--- src/rtl/dbg_pkg.sv ---
package dbg_pkg;
  localparam int unsigned SPR_W = 10;
  localparam logic [SPR_W-1:0] SPR_STS      = 10'd304;
  localparam logic [SPR_W-1:0] SPR_CTRL     = 10'd308;
  localparam logic [SPR_W-1:0] SPR_CMP_BASE = 10'd312;
  localparam logic [SPR_W-1:0] SPR_IVO      = 10'd415;
  localparam logic [SPR_W-1:0] SPR_CSRR0    = 10'd58;
  localparam logic [SPR_W-1:0] SPR_CSRR1    = 10'd59;
  localparam int unsigned MSR_DE = 9;
  localparam int unsigned MSR_CE = 17;
  localparam int unsigned VEC_ALIGN = 4;
endpackage

--- src/rtl/dbg_addr_cmp.sv ---
module dbg_addr_cmp #(
  parameter int unsigned XLEN = 32,
  parameter int unsigned IGN  = 2
) (
  input  logic            clk_i,
  input  logic            rst_ni,
  input  logic            wr_i,
  input  logic [XLEN-1:0] wdata_i,
  input  logic            en_i,
  input  logic            fetch_vld_i,
  input  logic [XLEN-1:0] fetch_ea_i,
  output logic [XLEN-1:0] val_o,
  output logic            hit_o
);
  logic [XLEN-1:IGN] cmp_q;

  always_ff @(posedge clk_i or negedge rst_ni) begin
    if (!rst_ni)   cmp_q <= '0;
    else if (wr_i) cmp_q <= wdata_i[XLEN-1:IGN];
  end

  assign val_o = {cmp_q, {IGN{1'b0}}};
  assign hit_o = en_i && fetch_vld_i && (fetch_ea_i[XLEN-1:IGN] == cmp_q);
endmodule

--- src/rtl/dbg_status.sv ---
module dbg_status #(
  parameter int unsigned N = 2
) (
  input  logic         clk_i,
  input  logic         rst_ni,
  input  logic [N-1:0] set_i,
  input  logic         clr_we_i,
  input  logic [N-1:0] clr_i,
  output logic [N-1:0] sts_o
);
  logic [N-1:0] sts_q;
  logic [N-1:0] clr_m;

  assign clr_m = clr_we_i ? clr_i : '0;

  // set wins over a same-cycle clear
  always_ff @(posedge clk_i or negedge rst_ni) begin
    if (!rst_ni) sts_q <= '0;
    else         sts_q <= (sts_q & ~clr_m) | set_i;
  end

  assign sts_o = sts_q;

  for (genvar i = 0; i < N; i++) begin : g_chk
    a_r2_sticky: assert property (@(posedge clk_i) disable iff (!rst_ni)
      (sts_q[i] && !clr_m[i]) |=> sts_q[i]);
    a_r11_set_wins: assert property (@(posedge clk_i) disable iff (!rst_ni)
      set_i[i] |=> sts_q[i]);
    a_r2_no_sw_set: assert property (@(posedge clk_i) disable iff (!rst_ni)
      (!sts_q[i] && !set_i[i]) |=> !sts_q[i]);
  end
endmodule

--- src/rtl/dbg_crit_save.sv ---
module dbg_crit_save
  import dbg_pkg::*;
#(
  parameter int unsigned XLEN = 32
) (
  input  logic            clk_i,
  input  logic            rst_ni,
  input  logic            take_i,
  input  logic [XLEN-1:0] take_pc_i,
  input  logic            rfci_i,
  input  logic            msr_we_i,
  input  logic [XLEN-1:0] msr_wdata_i,
  input  logic            csrr0_we_i,
  input  logic            csrr1_we_i,
  input  logic [XLEN-1:0] wdata_i,
  output logic [XLEN-1:0] msr_o,
  output logic [XLEN-1:0] csrr0_o,
  output logic [XLEN-1:0] csrr1_o
);
  logic [XLEN-1:0] msr_q, csrr0_q, csrr1_q;
  logic [XLEN-1:0] take_mask;

  always_comb begin
    take_mask = '1;
    take_mask[MSR_DE] = 1'b0;
    take_mask[MSR_CE] = 1'b0;
  end

  always_ff @(posedge clk_i or negedge rst_ni) begin
    if (!rst_ni) begin
      msr_q   <= '0;
      csrr0_q <= '0;
      csrr1_q <= '0;
    end else if (take_i) begin
      csrr0_q <= take_pc_i;
      csrr1_q <= msr_q;
      msr_q   <= msr_q & take_mask;
    end else begin
      if (rfci_i)        msr_q <= csrr1_q;
      else if (msr_we_i) msr_q <= msr_wdata_i;
      if (csrr0_we_i) csrr0_q <= wdata_i;
      if (csrr1_we_i) csrr1_q <= wdata_i;
    end
  end

  assign msr_o   = msr_q;
  assign csrr0_o = csrr0_q;
  assign csrr1_o = csrr1_q;

  a_r4_take_saves: assert property (@(posedge clk_i) disable iff (!rst_ni)
    take_i |=> (csrr1_q == $past(msr_q)) && (csrr0_q == $past(take_pc_i)) && !msr_q[MSR_DE]);
  a_r5_rfci_restores: assert property (@(posedge clk_i) disable iff (!rst_ni)
    (rfci_i && !take_i) |=> msr_q == $past(csrr1_q));
endmodule

--- src/rtl/dbg_cmp_unit.sv ---
module dbg_cmp_unit
  import dbg_pkg::*;
#(
  parameter int unsigned XLEN    = 32,
  parameter int unsigned NUM_CMP = 2,
  parameter int unsigned IGN     = 2
) (
  input  logic             clk_i,
  input  logic             rst_ni,
  input  logic             spr_valid_i,
  input  logic             spr_we_i,
  input  logic             spr_super_i,
  input  logic [SPR_W-1:0] spr_addr_i,
  input  logic [XLEN-1:0]  spr_wdata_i,
  output logic [XLEN-1:0]  spr_rdata_o,
  output logic             priv_fault_o,
  input  logic             fetch_valid_i,
  input  logic [XLEN-1:0]  fetch_ea_i,
  input  logic             msr_we_i,
  input  logic [XLEN-1:0]  msr_wdata_i,
  output logic [XLEN-1:0]  msr_o,
  input  logic             take_i,
  input  logic [XLEN-1:0]  take_pc_i,
  input  logic             rfci_i,
  input  logic             rfi_i,
  output logic             dbg_req_o,
  output logic [XLEN-1:0]  dbg_vec_o,
  output logic [XLEN-1:0]  resume_pc_o
);
  logic                spr_ok, spr_wr;
  logic [NUM_CMP-1:0]  ctrl_q, hit, sts;
  logic [XLEN-1:0]     cmp_val [NUM_CMP];
  logic [XLEN-1:VEC_ALIGN] ivo_q;
  logic [XLEN-1:0]     csrr0, csrr1, msr;

  assign spr_ok       = spr_valid_i && spr_super_i;
  assign spr_wr       = spr_ok && spr_we_i;
  assign priv_fault_o = spr_valid_i && !spr_super_i;

  always_ff @(posedge clk_i or negedge rst_ni) begin
    if (!rst_ni) begin
      ctrl_q <= '0;
      ivo_q  <= '0;
    end else begin
      if (spr_wr && spr_addr_i == SPR_CTRL) ctrl_q <= spr_wdata_i[NUM_CMP-1:0];
      if (spr_wr && spr_addr_i == SPR_IVO)  ivo_q  <= spr_wdata_i[XLEN-1:VEC_ALIGN];
    end
  end

  for (genvar i = 0; i < NUM_CMP; i++) begin : g_cmp
    dbg_addr_cmp #(.XLEN(XLEN), .IGN(IGN)) u_cmp (
      .clk_i      (clk_i),
      .rst_ni     (rst_ni),
      .wr_i       (spr_wr && spr_addr_i == SPR_CMP_BASE + SPR_W'(i)),
      .wdata_i    (spr_wdata_i),
      .en_i       (ctrl_q[i]),
      .fetch_vld_i(fetch_valid_i),
      .fetch_ea_i (fetch_ea_i),
      .val_o      (cmp_val[i]),
      .hit_o      (hit[i])
    );
  end

  dbg_status #(.N(NUM_CMP)) u_sts (
    .clk_i   (clk_i),
    .rst_ni  (rst_ni),
    .set_i   (hit),
    .clr_we_i(spr_wr && spr_addr_i == SPR_STS),
    .clr_i   (spr_wdata_i[NUM_CMP-1:0]),
    .sts_o   (sts)
  );

  dbg_crit_save #(.XLEN(XLEN)) u_crit (
    .clk_i      (clk_i),
    .rst_ni     (rst_ni),
    .take_i     (take_i),
    .take_pc_i  (take_pc_i),
    .rfci_i     (rfci_i),
    .msr_we_i   (msr_we_i),
    .msr_wdata_i(msr_wdata_i),
    .csrr0_we_i (spr_wr && spr_addr_i == SPR_CSRR0),
    .csrr1_we_i (spr_wr && spr_addr_i == SPR_CSRR1),
    .wdata_i    (spr_wdata_i),
    .msr_o      (msr),
    .csrr0_o    (csrr0),
    .csrr1_o    (csrr1)
  );

  always_comb begin
    spr_rdata_o = '0;
    if (spr_ok) begin
      unique case (spr_addr_i)
        SPR_STS:   spr_rdata_o = XLEN'(sts);
        SPR_CTRL:  spr_rdata_o = XLEN'(ctrl_q);
        SPR_IVO:   spr_rdata_o = {ivo_q, {VEC_ALIGN{1'b0}}};
        SPR_CSRR0: spr_rdata_o = csrr0;
        SPR_CSRR1: spr_rdata_o = csrr1;
        default: begin
          for (int i = 0; i < NUM_CMP; i++)
            if (spr_addr_i == SPR_CMP_BASE + SPR_W'(i)) spr_rdata_o = cmp_val[i];
        end
      endcase
    end
  end

  // critical-enable deliberately not part of the gate
  assign dbg_req_o   = msr[MSR_DE] && (|sts);
  assign dbg_vec_o   = {ivo_q, {VEC_ALIGN{1'b0}}};
  assign msr_o       = msr;
  assign resume_pc_o = csrr0;

  a_r4_req_drops: assert property (@(posedge clk_i) disable iff (!rst_ni)
    take_i |=> !dbg_req_o);
  a_r6_rfi_keeps: assert property (@(posedge clk_i) disable iff (!rst_ni)
    (rfi_i && !take_i && !spr_wr) |=> $stable(csrr0) && $stable(csrr1));
  a_r8_user_ignored: assert property (@(posedge clk_i) disable iff (!rst_ni)
    (spr_valid_i && !spr_super_i) |=> $stable(ctrl_q) && $stable(ivo_q) && $stable(sts));
  a_r8_user_reads_zero: assert property (@(posedge clk_i) disable iff (!rst_ni)
    priv_fault_o |-> spr_rdata_o == '0);
endmodule

--- config.mk ---
export PLATFORM = sky130hd
export DESIGN_NAME = dbg_cmp_unit
export DESIGN_NICKNAME = d
export VERILOG_FILES = /design/src/rtl/dbg_pkg.sv /design/src/rtl/dbg_addr_cmp.sv /design/src/rtl/dbg_status.sv /design/src/rtl/dbg_crit_save.sv /design/src/rtl/dbg_cmp_unit.sv
export SDC_FILE = /design/constraint.sdc
export NUM_CORES = 1
export LEC_CHECK = 0
export BUFFER_PORTS_ARGS = -buffer_cell sky130_fd_sc_hd__buf_2
export CAP_MARGIN = 20
export CORE_MARGIN = 2
export CORE_UTILIZATION = 50
export CTS_BUF_LIST = sky130_fd_sc_hd__clkbuf_4 sky130_fd_sc_hd__clkbuf_8 sky130_fd_sc_hd__clkbuf_16
export CTS_CLUSTER_DIAMETER = 120
export DETAILED_ROUTE_END_ITERATION = 16
export GPL_ROUTABILITY_DRIVEN = 1
export GPL_TIMING_DRIVEN = 0
export PLACE_DENSITY_LB_ADDON = 0.3
export SYNTH_ARGS = -nofsm -noshare
export SYNTH_HDL_FRONTEND = slang
export SYNTH_SLANG_ARGS = --single-unit
--- constraint.sdc ---
create_clock -name clk_i -period 4.4 [get_ports clk_i]
set_clock_uncertainty 0.15 [all_clocks]
set_input_delay 0.88 -clock clk_i [delete_from_list [all_inputs] [get_ports clk_i]]
set_output_delay 0.88 -clock clk_i [all_outputs]
set_load 0.02 [all_outputs]
==> results of run 1 <==
-- synth_stat cells, types with 3 or more instances --
master | instances | area share, %
mux2i_1 | 90 | 9.0
nor4_1 | 15 | 0.93
buf_1 | 10 | 0.37
mux2_2 | 94 | 11
a21oi_1 | 4 | 0.20
nand4_1 | 5 | 0.31
o21ai_0 | 32 | 1.6
clkbuf_1 | 48 | 1.8
nand3_1 | 3 | 0.15
a221o_1 | 64 | 6.4
dfrtp_1 | 188 | 47
nand2_1 | 36 | 1.3
nor3b_1 | 65 | 4.8
a22oi_1 | 28 | 2.1
buf_2 | 13 | 0.65
nor2b_1 | 31 | 1.9
o22ai_1 | 28 | 1.7
nor3_1 | 4 | 0.20
xor2_1 | 60 | 5.2
buf_4 | 4 | 0.30
nor2_1 | 37 | 1.4
-- through the flow --
stage / setup slack (ps) / hold WS [ps] / util, % / std cells
after global routing: 34.07 / 350.9 / 63.02 / 1457
after floorplan: 943.1 / 336.2 / - / 889
final: 106.5 / 285.2 / 63.02 / 1457
after global placement: -832.6 / 347.3 / 59.96 / 1422
after CTS: 140.6 / 334.6 / 62.99 / 1455
after detailed placement: 142.0 / 355.8 / 60.15 / 1423
-- routing by layer --
metal	part of all wire (%)	wire [um]	vias up	global-route usage (%)
met5	0	0	-	0
met4	2.7	969	0	10.25
met3	6.6	2344	58	5.580
met1	44	15490	4443	46.70
li1	-	-	3887	-
met2	47	16590	426	51.04
-- where the power goes --
group / total (mW) / internal (mW) / switching [mW]
clock network: 1.49 / 0.759 / 0.732
logic: 0.732 / 0.292 / 0.440
registers: 1.97 / 1.85 / 0.119
-- worst min-delay path by stage --
stage / from / to / slack [ps]
6_report: rst_ni / ivo_q[10]$_DFFE_PN0P_ / 290
3_3_place_gp: u_crit.msr_o[29]$_DFFE_PN0P_ / u_crit.msr_o[29]$_DFFE_PN0P_ / 350
3_5_place_dp: u_crit.msr_o[29]$_DFFE_PN0P_ / u_crit.msr_o[29]$_DFFE_PN0P_ / 360
4_1_cts: rst_ni / ivo_q[10]$_DFFE_PN0P_ / 330
5_1_grt: rst_ni / ivo_q[9]$_DFFE_PN0P_ / 350
2_1_floorplan: u_sts.sts_o[0]$_DFF_PN0_ / u_sts.sts_o[0]$_DFF_PN0_ / 340
-- worst register-to-register path: cells and delay by family (launching register included) --
kind	cells	cell delay, ps
compound gates	1	210
xor+xnor	1	200
flops	1	400
simple gates	2	540
-- what timing repair did --
item | CTS | global route
endpoints found under the hold margin | 0 | 0
setup endpoints to repair | 0 | 2
resized for setup | 0 | 2
-- cells by family (layout without fill, tap and decap cells) --
family          Yosys count  count (layout)  share of synthesized area (%)
buf+inv                  77             378                          3.183
flops                   188             188                          46.75
other cells               1               6                        0.03727
compound gates          162             162                          12.48
simple gates            212             212                          12.62
xor+xnor                 60              60                          5.223
mux                     186             186                          19.70
-- registers in the layout, indices dropped and copies added, names as in the netlist --
signal	count
g_cmp.u_cmp.cmp_q	60
u_crit.csrr0_o	32
u_crit.csrr1_o	32
u_crit.msr_o	32
ivo_q	28
ctrl_q	2
u_sts.sts_o	2
-- cell type report --
| cell class | count | area, sq um |
|---|---|---|
| multi-input cells | 624 | 5049 |
| plain buffers | 75 | 314.1 |
| fillers | 1657 | 7244 |
| well taps | 265 | 331.6 |
| repair buffers | 269 | 1379 |
| clock buffers | 19 | 446.7 |
| diodes | 2 | 5.005 |
| inverters | 2 | 7.507 |
| clock inverters | 13 | 108.9 |
| flip-flops and latches | 188 | 4705 |
==> flow_summary_export.csv, run 1 <==
group,metric,value,unit
clock_network,clkSinkCount,188,
sta,min_period_over_period,97.58,%
setup_path,cp.depth,8,
detailed_routing,via_per_inst,6.049,
floorplan,core-area,19590,sq um
clock_network,cts_root_buf,"clkbuf_16",
detailed_routing,vias,8814,
synth,async_reset_ff_share,100.0,%
setup_path,arrival,3260,ps
synth,ys_ff_latch,188,
placement,port_buffers,268,
sta,worst_pin_slew,891.2,ps
cells_and_area,fin_area,12350,sq um
clock_network,cts_tree,"built",
global_route,overflow,0,
setup_path,critPathBufInv,4,
detailed_routing,wire_per_inst,24.29,um
floorplan,ios,278,
worst_hold_path,min_path_type,"input pin to async pin",
setup_path,cp-start-kind,"input pin",
power,power.density,339.4,nW/um^2
setup_path,cp-endpoint,"spr_rdata_o[31]",
setup_path,cp_top_family,"buffers and inverters",
clock_network,clk_pin_slew,70,ps
cells_and_area,final_cell_mix,"buf_2, dfrtp_1, mux2_2, mux2i_1, nor3b_1",
synth,ys_warn_count,0,
floorplan,die-area,21280,sq um
setup_path,path_class,"input pin to output port",
flow_run,max-cap-violations,0,
floorplan,die_h,145.9,um
detailed_routing,drt_iter0_drc,829,
sta,rsz0062_at_grt,"false",
sta,final.min_clock_period,4294,ps
setup_path,crit_start,"spr_addr_i[0]",
detailed_routing,antenna_left,0,
global_route,grt_max_degree,101,
cells_and_area,final_common_cell,"buf_2",
synth,seq_area_frac_synth,46.75,%
detailed_routing,drtPass1Iterations,5,
power,finalPower,4.191,mW
global_route,grt_pass1_wl,52330,um
run_status,outcome,"complete, no violations",
detailed_routing,drt_wl_total,35400,um
sta,max_freq,0.2329,GHz
cells_and_area,layout-drive-gt1-share,35.04,%
synth,ys.flop_type,"dfrtp_1",
global_route,grt_pass1_vias,8668,
detailed_routing,drc,0,
setup_path,endpoint_kind,"output port",
sta,setup_viol,0,
synth,syn_area,10060,sq um
global_route,antenna_found_initial,2,
setup_path,cp_max_fo,10,
floorplan,die_x,145.9,um
synth,synth_cell_types,38,
synth,avgSynthCellArea,11.36,sq um
cells_and_area,final_nets,1325,
synth,synth_edf_count,0,
power,leakagePower,6.203,nW
clock_network,cts_buffer_depth,2,
setup_path,slowest_delay,730,ps
clock_network,post_cts_buffers,0,
clock_network,clk_latency,440,ps
sta,slew_viol_final,0,
setup_path,critPathSlowestCell,"buf_1",
floorplan,num_rows,51,
clock_network,cts_inserted_buffers,17,
setup_path,cpMostUsedCell,"buf_2",
synth,syn_inst,886,
sta,hold_viol,0,
setup_path,worstPathRequired,3370,ps
clock_network,postCtsHoldBufs,0,
setup_path,cp_cell_sequence,"buf_2, clkbuf_1, buf_1, mux2i_1, o22ai_1, a22oi_1, nor2_1, buf_2",
setup_path,rrSetupSlack,2830,ps
sta,fin_setup_tns,0,ps
placement,place_hpwl,27360,um
placement,routabilityCongestion,0.9761,
floorplan,initial_core_util,51.36,%
clock_network,htreeDepth,4,
global_route,grt_util_all_layers,32.68,%
setup_path,r2r_cells,4,
sta,slew_headroom,40.58,%
cells_and_area,area_growth,22.69,%
placement,placed_cell_area,11780,sq um
setup_path,timing.rr.start,"g_cmp[0].u_cmp.cmp_q[10]$_DFFE_PN0P_",
setup_path,reg2reg_to,"u_sts.sts_o[0]$_DFF_PN0_",
power,ir_worst_vdd,0.2756,mV
No activity file was read; power rests on OpenSTA's default activity.
==> run 2, diff against run 1 <==
--- a/config.mk
+++ b/config.mk
@@ -8,7 +8,7 @@
 export BUFFER_PORTS_ARGS = -buffer_cell sky130_fd_sc_hd__buf_2
 export CAP_MARGIN = 20
 export CORE_MARGIN = 2
-export CORE_UTILIZATION = 50
+export CORE_UTILIZATION = 48
 export CTS_BUF_LIST = sky130_fd_sc_hd__clkbuf_4 sky130_fd_sc_hd__clkbuf_8 sky130_fd_sc_hd__clkbuf_16
 export CTS_CLUSTER_DIAMETER = 120
 export DETAILED_ROUTE_END_ITERATION = 16
==> constraint.sdc (replaced) <==
create_clock -name clk_i -period 3.9 [get_ports clk_i]
set_clock_uncertainty 0.15 [all_clocks]
set_input_delay 0.78 -clock clk_i [delete_from_list [all_inputs] [get_ports clk_i]]
set_output_delay 0.78 -clock clk_i [all_outputs]
set_load 0.02 [all_outputs]
==> flow_summary_export.csv, run 2 (synthesis gave the netlist of run 1 again) <==
group,metric,value,unit
setup_path,cp-start-kind,"input pin",
setup_path,worstPathRequired,2970,ps
sta,rsz0062_at_grt,"false",
cells_and_area,final_cell_mix,"buf_2, dfrtp_1, mux2_2, mux2i_1, nor3b_1",
power,power.switching,1.439,mW
floorplan,core-area,20430,sq um
detailed_routing,drtPass1Iterations,5,
power,pwr-share-seq,45.7,%
global_route,grt_util_all_layers,32.04,%
clock_network,cts_buffer_depth,2,
setup_path,cp-endpoint,"spr_rdata_o[15]",
flow_run,max-cap-violations,0,
floorplan,initial_core_util,49.25,%
setup_path,endpoint_kind,"output port",
global_route,grt_pass1_vias,8613,
setup_path,crit_start,"spr_addr_i[6]",
clock_network,cts_tree,"built",
cells_and_area,largest_register_ffs,60,
setup_path,cp_max_fo,10,
cells_and_area,top_register,"g_cmp.u_cmp.cmp_q",
cells_and_area,final_nets,1325,
setup_path,rrSetupSlack,2350,ps
sta,setup_viol,0,
sta,hold_viol,0,
power,ir_worst_vdd,0.3066,mV
sta,slew_viol_final,0,
sta,worst_pin_slew,932.7,ps
placement,port_buffers,268,
cells_and_area,final_common_cell,"buf_2",
power,p_int,3.439,mW
floorplan,die_x,148.8,um
sta,fin_setup_tns,0,ps
placement,place_hpwl,27540,um
sta,max_freq,0.2691,GHz
worst_hold_path,min_path_type,"input pin to async pin",
floorplan,num_rows,52,
power,leakagePower,6.281,nW
placement,routabilityCongestion,0.9539,
power,power.density,392.7,nW/um^2
setup_path,r2r_cells,4,
global_route,antenna_found_initial,0,
sta,final.min_clock_period,3716,ps
setup_path,arrival,2790,ps
sta,slew_headroom,37.82,%
cells_and_area,layout-drive-gt1-share,35.71,%
global_route,grt_pass1_wl,52350,um
power,share_comb_of_total_power,16.9,%
floorplan,ios,278,
detailed_routing,drt_iter0_drc,811,
clock_network,clk_pin_slew,70,ps
floorplan,die-area,22140,sq um
detailed_routing,drt_wl_total,35570,um
clock_network,cts_inserted_buffers,17,
detailed_routing,antenna_left,0,
clock_network,cts_root_buf,"clkbuf_16",
cells_and_area,area_growth,23.44,%
detailed_routing,vias,8825,
sta,timing.hold.ws,189.4,ps
run_status,outcome,"complete, no violations",
power,switching_share,29.51,%
cells_and_area,fill_cells,1743,
clock_network,htreeDepth,4,
detailed_routing,via_per_inst,6.045,
sta,min_period_over_period,95.27,%
cells_and_area,num_antenna_cells,0,
detailed_routing,wire_per_inst,24.36,um
floorplan,die_h,148.8,um
clock_network,clk_latency,440,ps
setup_path,path_class,"input pin to output port",
setup_path,timing.rr.start,"g_cmp[0].u_cmp.cmp_q[10]$_DFFE_PN0P_",
detailed_routing,drc,0,
setup_path,reg2reg_to,"u_sts.sts_o[0]$_DFF_PN0_",
power,p_clk_share,37.4,%
global_route,overflow,0,
clock_network,clkSinkCount,188,
clock_network,post_cts_buffers,0,
global_route,grt_max_degree,114,
-- run 2: layout make-up --
cell class	count	area, sq um	area share, %
multi-input combinational	624	5055	40.70
sequential	188	4705	37.88
timing repair buffer	269	1379	11.10
clock buffer	21	480.5	3.868
tap	270	337.8	2.720
buffer	75	324.1	2.609
clock inverter	11	132.6	1.068
inverter	2	7.507	0.06044
-- run 2: power groups by stage --
stage | clock network, mW | registers (mW) | logic (mW)
finish | 1.82 | 2.23 | 0.825
global route | 1.91 | 2.24 | 0.881
CTS | 1.83 | 2.22 | 0.819
detailed placement | 0 | 2.26 | 0.815
global placement | 0 | 2.26 | 0.797
floorplan | 0 | 2.31 | 0.351
-- run 2: what timing repair did --
| action | CTS | global route |
|---|---|---|
| gates resized for setup | 5 | 13 |
| endpoints found under the setup margin | 20 | 20 |
| hold endpoints to repair | 0 | 0 |
| hold buffers | 0 | 0 |
-- run 2: worst max-delay path, cell delays in order --
cell and delay (ps):
buf_2 110, nand3b_1 420, nor3_4 560, clkbuf_2 370, a22oi_1 140, nor2_1 200
buf_2 210
-- run 2: worst min-delay path by stage --
stage | start | slack [ps] | endpoint
6_report | rst_ni | 190 | ivo_q[10]$_DFFE_PN0P_
5_1_grt | rst_ni | 320 | ivo_q[11]$_DFFE_PN0P_
4_1_cts | rst_ni | 300 | ivo_q[11]$_DFFE_PN0P_
3_5_place_dp | u_crit.msr_o[24]$_DFFE_PN0P_ | 360 | u_crit.msr_o[24]$_DFFE_PN0P_
3_3_place_gp | u_crit.msr_o[4]$_DFFE_PN0P_ | 360 | u_crit.msr_o[4]$_DFFE_PN0P_
2_1_floorplan | rst_ni | 330 | ctrl_q[0]$_DFFE_PN0P_
-- run 2: metal layers --
layer  GRT usage [%]  share of wire [%]  vias to the layer above
li1                -                  -                     3894
met1           45.29                 42                     4425
met2           50.37                 46                      439
met3           5.046                8.0                       67
met4           11.52                3.4                        0
met5               0                  0                        -
-- run 2: per-stage QoR --
step	util (%)	setup WS [ps]	cells	total power, mW	cell area (sq um)
6_report	60.80	184.4	1460	4.878	12420
2_1_floorplan	-	643.1	889	2.659	10070
3_5_place_dp	57.71	-126.1	1428	3.074	11790
4_1_cts	60.79	33.89	1460	4.871	12420
5_1_grt	60.80	43.07	1460	5.036	12420
3_3_place_gp	57.53	-1225	1427	3.052	11750
==> run 3, diff against run 2 <==
--- a/config.mk
+++ b/config.mk
@@ -7,6 +7,7 @@
 export LEC_CHECK = 0
 export BUFFER_PORTS_ARGS = -buffer_cell sky130_fd_sc_hd__buf_2
 export CAP_MARGIN = 20
+export CORE_ASPECT_RATIO = 0.8
 export CORE_MARGIN = 2
 export CORE_UTILIZATION = 48
 export CTS_BUF_LIST = sky130_fd_sc_hd__clkbuf_4 sky130_fd_sc_hd__clkbuf_8 sky130_fd_sc_hd__clkbuf_16
==> flow_summary_export.csv, run 3 (synthesis gave the netlist of run 1 again) <==
group,metric,value,unit
cells_and_area,final_nets,1325,
sta,slew_headroom,47.98,%
power,p_clk_share,37.8,%
setup_path,cp-start-kind,"input pin",
placement,routabilityCongestion,0.9950,
power,power.switching,1.448,mW
power,pwr-share-seq,45.3,%
cells_and_area,instances_no_fill,1460,
sta,max_freq,0.2673,GHz
power,p_int,3.483,mW
cells_and_area,top_register,"g_cmp.u_cmp.cmp_q",
clock_network,clk_pin_slew,70,ps
setup_path,timing.rr.start,"g_cmp[0].u_cmp.cmp_q[27]$_DFFE_PN0P_",
sta,slew_viol_final,0,
clock_network,cts_root_buf,"clkbuf_16",
detailed_routing,drt_wl_total,35280,um
sta,hold_viol,0,
cells_and_area,final_common_cell,"buf_2",
flow_run,max-cap-violations,0,
detailed_routing,drc,0,
placement,place_hpwl,27480,um
cells_and_area,area_growth,23.82,%
detailed_routing,antenna_left,0,
cells_and_area,final_core_util,60.36,%
setup_path,endpoint_kind,"output port",
run_status,outcome,"complete, no violations",
setup_path,cp_cell_sequence,"buf_2, or3b_1, buf_2, nor2_1, clkbuf_1, a22oi_1, nor2_1, buf_2",
floorplan,die-area,22140,sq um
floorplan,num_rows,47,
global_route,grt_max_degree,97,
placement,place_inst,1427,
setup_path,critPathSlowestCell,"clkbuf_1",
power,finalPower,4.931,mW
floorplan,initial_core_util,48.75,%
clock_network,clkSinkCount,188,
setup_path,cpMostUsedCell,"buf_2",
clock_network,clk_latency,440,ps
sta,rsz0062_at_grt,"false",
setup_path,path_class,"input pin to output port",
global_route,antenna_found_initial,1,
power,share_comb_of_total_power,16.9,%
detailed_routing,wire_per_inst,24.16,um
floorplan,die_x,165.9,um
detailed_routing,via_per_inst,6.053,
power,switching_share,29.37,%
clock_network,cts_tree,"built",
detailed_routing,drt_iter0_drc,932,
global_route,grt_util_all_layers,31.34,%
setup_path,r2r_cells,4,
detailed_routing,vias,8837,
worst_hold_path,min_path_type,"input pin to async pin",
sta,min_period_over_period,95.92,%
cells_and_area,layout-drive-gt1-share,35.55,%
global_route,overflow,0,
clock_network,htreeDepth,4,
setup_path,rrSetupSlack,2220,ps
setup_path,arrival,2810,ps
clock_network,postCtsHoldBufs,0,
global_route,grt_pass1_vias,8484,
floorplan,core-area,20640,sq um
floorplan,ios,278,
clock_network,cts_inserted_buffers,17,
floorplan,die_h,133.5,um
power,leakagePower,6.281,nW
sta,final.min_clock_period,3741,ps
setup_path,slowest_delay,560,ps
power,power.density,395.8,nW/um^2
sta,worst_pin_slew,780.3,ps
sta,setup_viol,0,
cells_and_area,largest_register_ffs,60,
cells_and_area,final_cell_mix,"buf_2, dfrtp_1, mux2_2, mux2i_1, nor3b_1",
global_route,grt_pass1_wl,51860,um
detailed_routing,drtPass1Iterations,5,
setup_path,worstPathRequired,2970,ps
placement,port_buffers,268,
setup_path,cp_max_fo,10,
power,ir_worst_vdd,0.2480,mV
clock_network,cts_buffer_depth,2,
setup_path,reg2reg_to,"u_sts.sts_o[0]$_DFF_PN0_",
## run 3: worst max-delay path by stage
stage                                  end  cells after the start     startpoint
2_1_floorplan              spr_rdata_o[12]                      5  spr_addr_i[6]
3_3_place_gp   u_crit.msr_o[6]$_DFFE_PN0P_                      1         rst_ni
3_5_place_dp               spr_rdata_o[30]                      7  spr_addr_i[6]
4_1_cts                    spr_rdata_o[20]                      8  spr_addr_i[0]
5_1_grt                    spr_rdata_o[15]                      8  spr_addr_i[1]
6_report                   spr_rdata_o[30]                      8  spr_addr_i[2]
## run 3: through the flow
step	setup slack (ps)	hold slack, ps	TNS, ps	instance area, sq um
after floorplan	643.1	334.4	0	10070
after global placement	-1227	358.3	-229430	11750
after detailed placement	-188.6	366.1	-2244	11790
after CTS	22.35	239.2	0	12440
after global routing	57.53	271.0	0	12460
final	159.3	216.7	0	12460
## run 3: area by class of cell
cell class / count / area, sq um
diodes: 1 / 2.502
clock inverters: 12 / 158.9
well taps: 269 / 336.6
plain buffers: 74 / 329.1
inverters: 2 / 7.507
flip-flops and latches: 188 / 4705
multi-input cells: 624 / 5055
fillers: 1802 / 8182
clock buffers: 20 / 466.7
repair buffers: 270 / 1399
## run 3: per-layer routing
layer / wire length, um / up-vias / global-route usage [%] / part of all wire [%]
met3: 3215 / 67 / 7.011 / 9.1
met1: 15760 / 4384 / 45.87 / 45
li1: - / 3884 / - / -
met2: 15250 / 502 / 45.83 / 43
met4: 1056 / 0 / 11.35 / 3.0
met5: 0 / - / 0 / 0
## run 3: power by group through the flow
stage	clock [mW]	sequential (mW)	combinational [mW]
finish	1.86	2.24	0.832
global route	1.95	2.25	0.889
CTS	1.87	2.23	0.827
detailed placement	0	2.26	0.821
global placement	0	2.26	0.805
floorplan	0	2.31	0.351
## run 3: worst max-delay path: cells and delay by family
kind                   cells  cell delay, ps
AND/OR/NAND/NOR            3             680
buffers and inverters      4            1060
AO/OA/AOI/OAI              1             270
## run 3: repair_timing
action / in CTS / in global routing
setup endpoints to repair: 26 / 23
gates resized for setup: 6 / 6
pin swaps: 0 / 1
setup buffers: 0 / 1
